`src/rtl/dly_pkg.sv`:
```
package dly_pkg;
  // Strobes from the control unit to the datapath
  typedef struct packed {
    logic flush;     // clear every line stage
    logic forceOut;  // drive outputs to their idle levels
  } dly_strobe_t;
endpackage

```
`src/rtl/dly_datapath.sv`:
```
module dly_datapath
  import dly_pkg::*;
#(
  parameter int ADDR_W = 7,
  parameter int STEP   = 2,
  parameter int BASE   = 3
) (
  input  logic              clk,
  input  logic              rst,
  input  logic              dataIn,
  input  logic [ADDR_W-1:0] addr,
  input  dly_strobe_t       strb,
  output logic              inFlight,
  output logic              trueOut,
  output logic              invOut
);
  localparam int LEN = BASE + ((1 << ADDR_W) - 1) * STEP;
  localparam int IW  = $clog2(LEN);

  logic [LEN-1:0] line;
  logic [IW-1:0]  tapTrue;
  logic [IW-1:0]  tapInv;

  always_comb begin
    tapTrue = IW'(BASE - 1) + IW'(addr) * IW'(STEP);
    tapInv  = IW'(BASE - 2) + IW'(addr) * IW'(STEP);
  end

  assign inFlight = |line;

  always_ff @(posedge clk) begin
    if (rst || strb.flush) line <= '0;
    else                   line <= {line[LEN-2:0], dataIn};
  end

  always_ff @(posedge clk) begin
    if (rst || strb.forceOut) begin
      trueOut <= 1'b0;
      invOut  <= 1'b1;
    end else begin
      trueOut <= line[tapTrue];
      invOut  <= ~line[tapInv];
    end
  end
endmodule

```
`src/rtl/dly_control.sv`:
```
module dly_control
  import dly_pkg::*;
#(
  parameter int ADDR_W = 7,
  parameter int STEP   = 2,
  parameter int CW     = 8
) (
  input  logic              clk,
  input  logic              rst,
  input  logic              dataIn,
  input  logic [ADDR_W-1:0] addr,
  input  logic              enN,
  input  logic              inFlight,
  output dly_strobe_t       strb,
  output logic              busy,
  output logic              errStb
);
  logic [ADDR_W-1:0] addrPrev;
  logic              enPrev;
  logic [CW-1:0]     waitCnt;
  logic [CW-1:0]     loadUp;
  logic [CW-1:0]     loadDis;
  logic [CW-1:0]     loadMax;
  logic [CW-1:0]     decCnt;
  logic [CW-1:0]     nxtCnt;
  logic              addrChg;
  logic              disHit;

  always_comb begin
    addrChg = (addr != addrPrev);
    loadUp  = (addr > addrPrev) ? CW'(addr - addrPrev) * CW'(STEP) : '0;
    disHit  = enN && ((!enPrev && inFlight) || dataIn);
    loadDis = disHit ? CW'(addr) * CW'(STEP) : '0;
    loadMax = (loadUp > loadDis) ? loadUp : loadDis;
    decCnt  = (waitCnt != '0) ? waitCnt - 1'b1 : '0;
    nxtCnt  = (decCnt > loadMax) ? decCnt : loadMax;
    strb.flush    = enN;
    strb.forceOut = enN;
  end

  assign busy = (waitCnt != '0);

  always_ff @(posedge clk) begin
    if (rst) begin
      addrPrev <= '0;
      enPrev   <= 1'b0;
      waitCnt  <= '0;
      errStb   <= 1'b0;
    end else begin
      addrPrev <= addr;
      enPrev   <= enN;
      waitCnt  <= nxtCnt;
      errStb   <= addrChg && busy;
    end
  end
endmodule

```
`src/rtl/prog_delay_line.sv`:
```
module prog_delay_line
  import dly_pkg::*;
#(
  parameter int ADDR_W = 7,
  parameter int STEP   = 2,
  parameter int BASE   = 3
) (
  input  logic              clk,
  input  logic              rst,
  input  logic              dataIn,
  input  logic [ADDR_W-1:0] addr,
  input  logic              enN,
  output logic              trueOut,
  output logic              invOut,
  output logic              busy,
  output logic              errStb
);
  localparam int CW = $clog2(((1 << ADDR_W) - 1) * STEP + 1);

  dly_strobe_t strb;
  logic        inFlight;

  dly_control #(.ADDR_W(ADDR_W), .STEP(STEP), .CW(CW)) u_ctrl (
    .clk(clk), .rst(rst), .dataIn(dataIn), .addr(addr), .enN(enN),
    .inFlight(inFlight), .strb(strb), .busy(busy), .errStb(errStb)
  );

  dly_datapath #(.ADDR_W(ADDR_W), .STEP(STEP), .BASE(BASE)) u_dp (
    .clk(clk), .rst(rst), .dataIn(dataIn), .addr(addr), .strb(strb),
    .inFlight(inFlight), .trueOut(trueOut), .invOut(invOut)
  );
endmodule

```
`config.mk`:
```
export PLATFORM = sky130hd
export DESIGN_NAME = prog_delay_line
export DESIGN_NICKNAME = d
export VERILOG_FILES = /design/src/rtl/dly_pkg.sv /design/src/rtl/dly_datapath.sv /design/src/rtl/dly_control.sv /design/src/rtl/prog_delay_line.sv
export SDC_FILE = /design/constraint.sdc
export NUM_CORES = 1
export LEC_CHECK = 0
export BUFFER_PORTS_ARGS = -buffer_cell sky130_fd_sc_hd__buf_2
export CORE_MARGIN = 1.5
export CORE_UTILIZATION = 30
export CTS_BUF_LIST = sky130_fd_sc_hd__clkbuf_4
export CTS_CLUSTER_SIZE = 12
export DETAILED_ROUTE_END_ITERATION = 7
export GPL_ROUTABILITY_DRIVEN = 0
export PLACE_DENSITY = 0.47
export SLEW_MARGIN = 20
export SYNTH_ARGS = -nofsm -noshare
export SYNTH_HDL_FRONTEND = slang
export SYNTH_SLANG_ARGS = --single-unit
```
`constraint.sdc`:
```
create_clock -name clk -period 15.89 [get_ports clk]
set_input_delay 3.178 -clock clk [delete_from_list [all_inputs] [get_ports clk]]
set_output_delay 3.178 -clock clk [all_outputs]
set_load 0.02 [all_outputs]
```
==> results.ini, run 1 <==
[outcome]
status=finished clean

[routing]
drtIter0Drc=349
via_per_inst=4.864
wl_per_cell_um=18.05
via_count=7418
first_pass_iters=4
route.detailed.drc=0
drtAntennaViolNets=0
routed_wl_um=27520

[sta]
setup_violations=0
final_hold_viol_count=0
rsz0062_at_grt=no
fin_crit_ns=8.221
tightest_slew_ns=0.9902
fin_skew_ns=0.03411
tns_ns=0
slew_violations=0
fmax_mhz=121.6
relSlewSlack_pct=33.66
finalCritPeriodShare_pct=51.74

[worst_setup_path]
slowest_stage=buf_4
path_cells=buf_2, buf_4, ha_1, nor2b_1, o31a_1, o31a_1, o31ai_1, nor2_1, ha_1, nor2b_1, o21ai_0, a21oi_1, o31a_1, o32ai_1, inv_1, ha_1, o21a_1, o21a_1, a21oi_1, o2bb2ai_4, nand2b_1, or3_1, o221ai_1
max_stage_delay_ns=0.52
start_kind=primary input
worstSetupEndpointType=flop
worstSetupPathType=in2reg
cp.required_ns=16.49
cp_max_fo=37
crit_arrival_ns=8.82

[power_and_ir_drop]
sw_frac_of_total_pct=27.40
switchingPower_uw=433.7
power.total_uw=1583
p_comb_share_pct=15.5
cellPowerDensity_nw_per_um2=124.8
irDropWorstVdd_mv=0.04947
intPower_uw=1149
pwr-share-seq_pct=44.7
pwr-share-clk_pct=39.8
power_leakage_uw=0.005078

[logic_synthesis]
synth_seq_cells=276
ys_seq_area_share_pct=49.19
synth_edf_count=0
syn_area_um2=11230
synthFlopType=dfxtp_1
async_reset_ff_share_pct=0
avgSynthCellArea_um2=11.69
yosysWarnings=0
synthesis.nets=996
synthCells=961
ys_types=50

[global_route]
grt.overflow.total=0
antenna_found_initial=1
grt_pass1_vias=7763
grt_pass1_wl_um=44870
grt_usage_pct=15.05
grt_max_degree=137

[clocking]
root_buffer=clkbuf_4
clkLatencyLatePin_ns=0.69
hold_buffers=0
ctsResizeCount=0
numCtsBuffers=77
cts_setup_buffers=0
cts.sink_count=276
h-tree-depth=3
clkTransAtPathRegs_ns=0.06
cts_buffer_depth=3
tritoncts=done

[placed_design]
postPlaceCellArea_um2=11730
post-dp-hpwl_um=18220
portBuffers=14

[layout]
multiInputGateArea_um2=5395
seq_area_um2=5525
final_cell_area_um2=12690
fillers=3681
syn2layout_area_growth_pct=12.97
nNetsFinal=1047
drive_above_1_share_pct=21.69
layout_commonest_cell=dfxtp_1
final_cell_mix=276 x dfxtp_1, 258 x and2_1, 109 x clkbuf_4

[floorplan]
start_util_pct=30.61
rows=70
ios=15
core-area_um2=36700
die_area_um2=38610
die_width_um=196.5
dieHeight_um=196.5

[flow_run]
maxCapViolCount=0

[hold_path]
hold_class=reg2reg

## power by group through the flow
| stage | registers (uW) | clock network, uW | logic, uW |
|---|---|---|---|
| finish | 707 | 630 | 246 |
| global route | 708 | 696 | 277 |
| CTS | 707 | 658 | 249 |
| detailed placement | 723 | 0 | 248 |
| global placement | 722 | 0 | 243 |
| floorplan | 722 | 0 | 191 |
## cells by family after synthesis
logic type,share of synthesized area (%)
buffers and inverters,2.930
multiplexers,17.69
AO/OA/AOI/OAI,3.264
adder cells (fa/ha/maj),2.740
XOR/XNOR,0.7018
flip-flops,49.19
AND/OR/NAND/NOR,23.48
## critical path, delay by kind of cell
kind / cells / cell delay [ns]
compound gates: 12 / 3.07
fa+ha+maj: 3 / 1.01
buf+inv: 3 / 0.68
simple gates: 5 / 0.88
## per-stage QoR
stage | setup slack, ns | hold slack, ns | std cells | util (%)
floorplan | 7.651 | 0.4444 | 961 | -
global placement | 7.100 | 0.4602 | 1400 | 31.95
detailed placement | 6.982 | 0.4640 | 1400 | 31.95
CTS | 7.719 | 0.4566 | 1523 | 34.49
global route | 7.249 | 0.4884 | 1525 | 34.58
finish | 7.669 | 0.4715 | 1525 | 34.58
## state kept, by name (all words and copies together), names as in the netlist
| register | flops |
|---|---|
| u_ctrl.addrPrev | 7 |
| u_ctrl.enPrev | 1 |
| u_ctrl.errStb | 1 |
| u_ctrl.waitCnt | 8 |
| u_dp.invOut | 1 |
| u_dp.line | 257 |
| u_dp.trueOut | 1 |
## final timing paths
path	start	to	slack [ns]	depth (start not counted)
min reg2reg	u_dp.line[124]	u_dp.line[125]	0.47	1
min	u_dp.line[124]	u_dp.line[125]	0.47	1
max	addr[1]	u_ctrl.waitCnt[2]	7.67	23
max reg2reg	u_dp.line[1]	u_ctrl.waitCnt[2]	10.21	22
## final cells by class
type	instances	share of cell area, %
Antenna cell	1	0.01972
Clock buffer	109	6.449
Clock inverter	14	0.9072
Inverter	25	0.7396
Multi-Input combinational cell	610	42.52
Sequential cell	276	43.55
Tap cell	468	4.615
Timing Repair Buffer	22	1.203
## metal layers
metal  track usage [%]  part of all wire, %  vias to the layer above  wire [um]
met3             3.320                  4.1                       45       1134
met2             23.09                   45                      144      12360
met1             20.78                   49                     3633      13440
li1                  -                    -                     3596          -
met4             5.499                  2.1                        0        584
met5                 0                    0                        -          0
## synthesized netlist by cell type (all sizes together), types with 8 or more instances
cell / instances / area [um2]
buf: 14 / 100.1
a21oi: 11 / 55.05
mux4: 82 / 1884
or2: 9 / 56.30
inv: 25 / 93.84
mux2i: 8 / 80.08
dfxtp: 276 / 5525
ha: 23 / 287.8
clkbuf: 36 / 135.1
nor2: 27 / 103.9
nor4: 69 / 431.7
nor3: 12 / 60.06
o21ai: 9 / 45.04
xnor2: 8 / 70.07
nand4: 19 / 118.9
and2: 258 / 1614
nand3: 11 / 55.05
Note: power is estimated with default switching activity, not from simulation.
==> run 2: changes to the inputs <==
ABC_AREA = 1   (was unset)
clock period = 7.8 ns   (was 15.89 ns; I/O delays follow)
==> results.ini, run 2 <==
[floorplan]
dieHeight_um=202.4
core-area_um2=38920
start_util_pct=30.66
die_area_um2=40980
die_width_um=202.4
ios=15
rows=72

[clocking]
numCtsBuffers=78
ctsResizeCount=0
clkTransAtPathRegs_ns=0.06
cts_buffer_depth=3
clkLatencyLatePin_ns=0.74
tritoncts=done
hold_buffers=0
cts_setup_buffers=0
cts.sink_count=276
h-tree-depth=3
root_buffer=clkbuf_4

[placed_design]
post-dp-hpwl_um=20830
portBuffers=14
place_ws_ns=1.454

[logic_synthesis]
avgSynthCellArea_um2=7.018
synthCells=1700
ys_top_cells_by_area=dfxtp_1 46%, nor2_1 13%, inv_1 9.4%, nand3_1 6.5%, a21oi_1 5.3%
synth_common_cells=406 x nor2_1, 300 x inv_1, 276 x dfxtp_1
ys_types=36
ys_seq_area_share_pct=46.31
synthFlopType=dfxtp_1
synthesis.nets=1735
syn_area_um2=11930
synth_seq_cells=276
async_reset_ff_share_pct=0
synth_top_cell_area_share_pct=46.31
synth_edf_count=0
yosysMostFrequentCell=nor2_1
yosys.area.top_type=dfxtp_1
yosysWarnings=0

[hold_path]
hold_class=reg2reg
worstHoldStart=u_dp.line[139]

[power_and_ir_drop]
power_leakage_uw=0.005322
irDropWorstVdd_mv=0.1003
cellPowerDensity_nw_per_um2=254.7
power.total_uw=3391

[sta]
finalCritPeriodShare_pct=72.40
tightest_slew_ns=1.076
tns_ns=0
rsz0062_at_grt=no
final_hold_viol_count=0
fin_crit_ns=5.647
fin_ws_ns=2.153
relSlewSlack_pct=28.26
setup_violations=0
fmax_mhz=177.1
fin_skew_ns=0.03938
slew_violations=0

[routing]
drtIter0Drc=716
via_count=10430
drtAntennaViolNets=0
route.detailed.drc=0
first_pass_iters=7
routed_wl_um=33640
via_per_inst=4.548
wl_per_cell_um=14.66

[outcome]
status=finished clean

[layout]
nNetsFinal=1756
drive_above_1_share_pct=8.789
largest_reg_flops=257
regMostFlops=u_dp.line
final_cell_mix=406 x nor2_1, 300 x inv_1, 276 x dfxtp_1
reg_top3=u_dp.line (257), u_ctrl.waitCnt (8), u_ctrl.addrPrev (7)
syn2layout_area_growth_pct=11.61
layout_commonest_cell=nor2_1

[global_route]
grt_pass1_vias=10280
grt_usage_pct=16.86
grt_max_degree=160
antenna_found_initial=1
grt_pass1_wl_um=54650
grt.overflow.total=0

[worst_setup_path]
rr_startpoint=u_dp.line[119]
path_common_cell=nand2_1
cp_max_fo=22
slowest_stage=buf_2
cp_num_buf_inv=5
max_stage_delay_ns=0.54
crit_arrival_ns=6.31
cpLargestDelayFamily=simple AND/OR/NAND/NOR gates
cp.required_ns=8.46
worstSetupEndpointType=flop
worstSetupPathType=in2reg
start_kind=primary input
startpoint=addr[2]

[flow_run]
maxCapViolCount=0

-- run 2: cells by family (layout without fill, tap and decap cells) --
family	count (synthesis)	count (layout)	synth area share [%]
AO/OA/AOI/OAI	272	272	11.98
XOR/XNOR	8	8	0.6502
adder cells (fa/ha/maj)	24	24	2.580
buffers and inverters	386	461	13.07
flip-flops	276	276	46.31
other	0	1	0
AND/OR/NAND/NOR	734	734	25.42
-- run 2: routing by layer --
metal  global-route usage (%)  wire length [um]  share of wire (%)
met3                    3.660              1471                4.4
met2                    25.97             14740                 44
met5                        0                 0                  0
met1                    22.97             16620                 49
met4                    6.429               811                2.4
-- run 2: tightest hold or removal path: stages (launching register included) --
cell and delay (ns):
dfxtp_1 0.31, inv_1 0.06, nor2_1 0.04
-- run 2: worst paths after layout --
path	end	slack (ns)	cells past startpoint
worst min register to register	u_dp.line[140]	0.42	2
worst min-delay path	u_dp.line[140]	0.42	2
worst max-delay path	u_ctrl.waitCnt[6]	2.15	29
worst max register to register	u_ctrl.waitCnt[6]	3.17	30
-- run 2: report_power, final --
part	internal, uW	leakage [uW]	switching, uW
Clock	763	0.000602	619
Sequential	1430	0.00223	7.50
Combinational	179	0.00249	392
Total	2370	0.00532	1020
-- run 2: final cells by class --
class,instances,area (um2)
clock buffer,121,908.4
multi-input combinational,1038,4850
inverter,306,1156
antenna,1,2.502
tap,518,648.1
clock inverter,13,101.3
sequential,276,5525
timing repair buffer,21,125.1
fill,4359,25600
-- run 2: per-stage QoR --
step | std cells | hold slack, ns | area [um2] | util, %
finish | 2294 | 0.4222 | 13320 | 34.22
global route | 2294 | 0.4434 | 13320 | 34.22
CTS | 2293 | 0.4143 | 13310 | 34.21
detailed placement | 2159 | 0.4297 | 12300 | 31.62
global placement | 2159 | 0.4258 | 12300 | 31.62
floorplan | 1700 | 0.4179 | 11930 | -
==> run 3: changes to the inputs <==
clock period = 5.6 ns   (was 7.8 ns; I/O delays follow)
==> results.ini, run 3 (synthesis gave the netlist of run 2 again) <==
[layout]
layout.cells.non_filler=2297
multiInputGateArea_um2=4850
reg_top3=u_dp.line (257), u_ctrl.waitCnt (8), u_ctrl.addrPrev (7)
seq_area_um2=5525
syn2layout_area_growth_pct=11.78
regMostFlops=u_dp.line
layout_commonest_cell=nor2_1
largest_reg_flops=257
nNetsFinal=1764
final_cell_mix=406 x nor2_1, 300 x inv_1, 276 x dfxtp_1
fillers=4345
drive_above_1_share_pct=8.886
final_util_pct=34.27

[sta]
tightest_slew_ns=1.038
fmax_mhz=219.8
rsz0062_at_grt=no
final_hold_viol_count=0
slew_violations=0
setup_violations=0
fin_skew_ns=0.03667
fin_crit_ns=4.549
relSlewSlack_pct=30.67
tns_ns=0
finalCritPeriodShare_pct=81.23

[clocking]
cts_buffer_depth=3
clkLatencyLatePin_ns=0.74
cts_setup_buffers=0
numCtsBuffers=79
hold_buffers=0
cts.sink_count=276
tritoncts=done
clkTransAtPathRegs_ns=0.06
ctsResizeCount=0
h-tree-depth=3
root_buffer=clkbuf_4

[worst_setup_path]
start_kind=primary input
path_common_cell=nand2_1
worstSetupPathType=in2reg
crit_arrival_ns=5.20
reg2reg_setup_slack_ns=1.22
worstSetupEndpointType=flop
rr_worst_depth=30
cp_max_fo=7
slowest_stage=fa_1
max_stage_delay_ns=0.40
cp.required_ns=6.25

[placed_design]
post-dp-hpwl_um=20860
portBuffers=14
dp.cells=2166

[global_route]
grt_usage_pct=16.83
grt_max_degree=196
grt_pass1_wl_um=54560
grt.overflow.total=0
antenna_found_initial=1
grt_pass1_vias=10480

[power_and_ir_drop]
intPower_uw=3258
power_leakage_uw=0.005325
p_comb_share_pct=17.3
pwr-share-seq_pct=42.9
power.total_uw=4663
pwr-share-clk_pct=39.7
switchingPower_uw=1405
cellPowerDensity_nw_per_um2=349.7
irDropWorstVdd_mv=0.1228
sw_frac_of_total_pct=30.13

[outcome]
status=finished clean

[routing]
route.detailed.drc=0
via_count=10400
first_pass_iters=5
drtIter0Drc=599
drtAntennaViolNets=0
wl_per_cell_um=14.59
routed_wl_um=33520
via_per_inst=4.529

[flow_run]
maxCapViolCount=0

[hold_path]
hold_depth=2
hold_class=reg2reg

[floorplan]
dieHeight_um=202.4
die_area_um2=40980
start_util_pct=30.66
rows=72
die_width_um=202.4
ios=15
core-area_um2=38920

==> run 3: changes by cell type in the layout (fill, tap and decap cells not counted) <==
cell,change
clkinv_8,+1
inv_2,+1
inv_8,-1
buf_4,+7
clkinvlp_4,+2
clkbuf_4,-8
clkinv_1,+1
==> run 3: worst max-delay path, delay by kind of cell <==
kind	cells	cell delay (ns)
AOI/OAI and AO/OA	5	0.69
adders and majority gates	4	1.13
xor gates and xnor gates	1	0.20
buffers and inverters	7	0.61
and+or+nand+nor	15	1.44
==> run 3: path summary, 6_finish.rpt <==
kind,from,endpoint
max,addr[0],u_ctrl.waitCnt[5]
max reg2reg,u_dp.line[203],u_ctrl.waitCnt[5]
min,u_dp.line[164],u_dp.line[165]
min reg2reg,u_dp.line[164],u_dp.line[165]
==> run 3: layout make-up <==
cell class | instances | share of cell area (%)
sequential | 276 | 41.43
clock inverter | 17 | 0.9288
tap | 518 | 4.860
multi-input combinational | 1038 | 36.36
antenna | 1 | 0.01876
inverter | 306 | 8.706
clock buffer | 113 | 6.361
timing repair buffer | 28 | 1.332
==> run 3: power groups by stage <==
stage	registers, uW	clock network (uW)	logic, uW
after CTS	2000	1940	812
after global routing	2000	2050	928
after floorplan	2050	0	592
after global placement	2050	0	798
final	2000	1850	807
after detailed placement	2050	0	807
==> run 3: per-layer routing <==
layer  share of wire (%)  global-route usage, %  vias to the layer above
li1                    -                      -                     5403
met1                  49                  21.99                     4751
met2                  45                  27.21                      190
met3                 4.2                  3.628                       60
met4                 2.1                  6.138                        0
met5                   0                      0                        -
==> run 3: stage by stage <==
stage	hold slack, ns	worst slack [ns]	instance area (um2)
6_report	0.4265	1.051	13340
5_1_grt	0.4549	0.5940	13340
4_1_cts	0.4212	1.099	13330
3_5_place_dp	0.4314	0.3387	12360
3_3_place_gp	0.4286	0.3892	12360
2_1_floorplan	0.4179	0.4992	11930
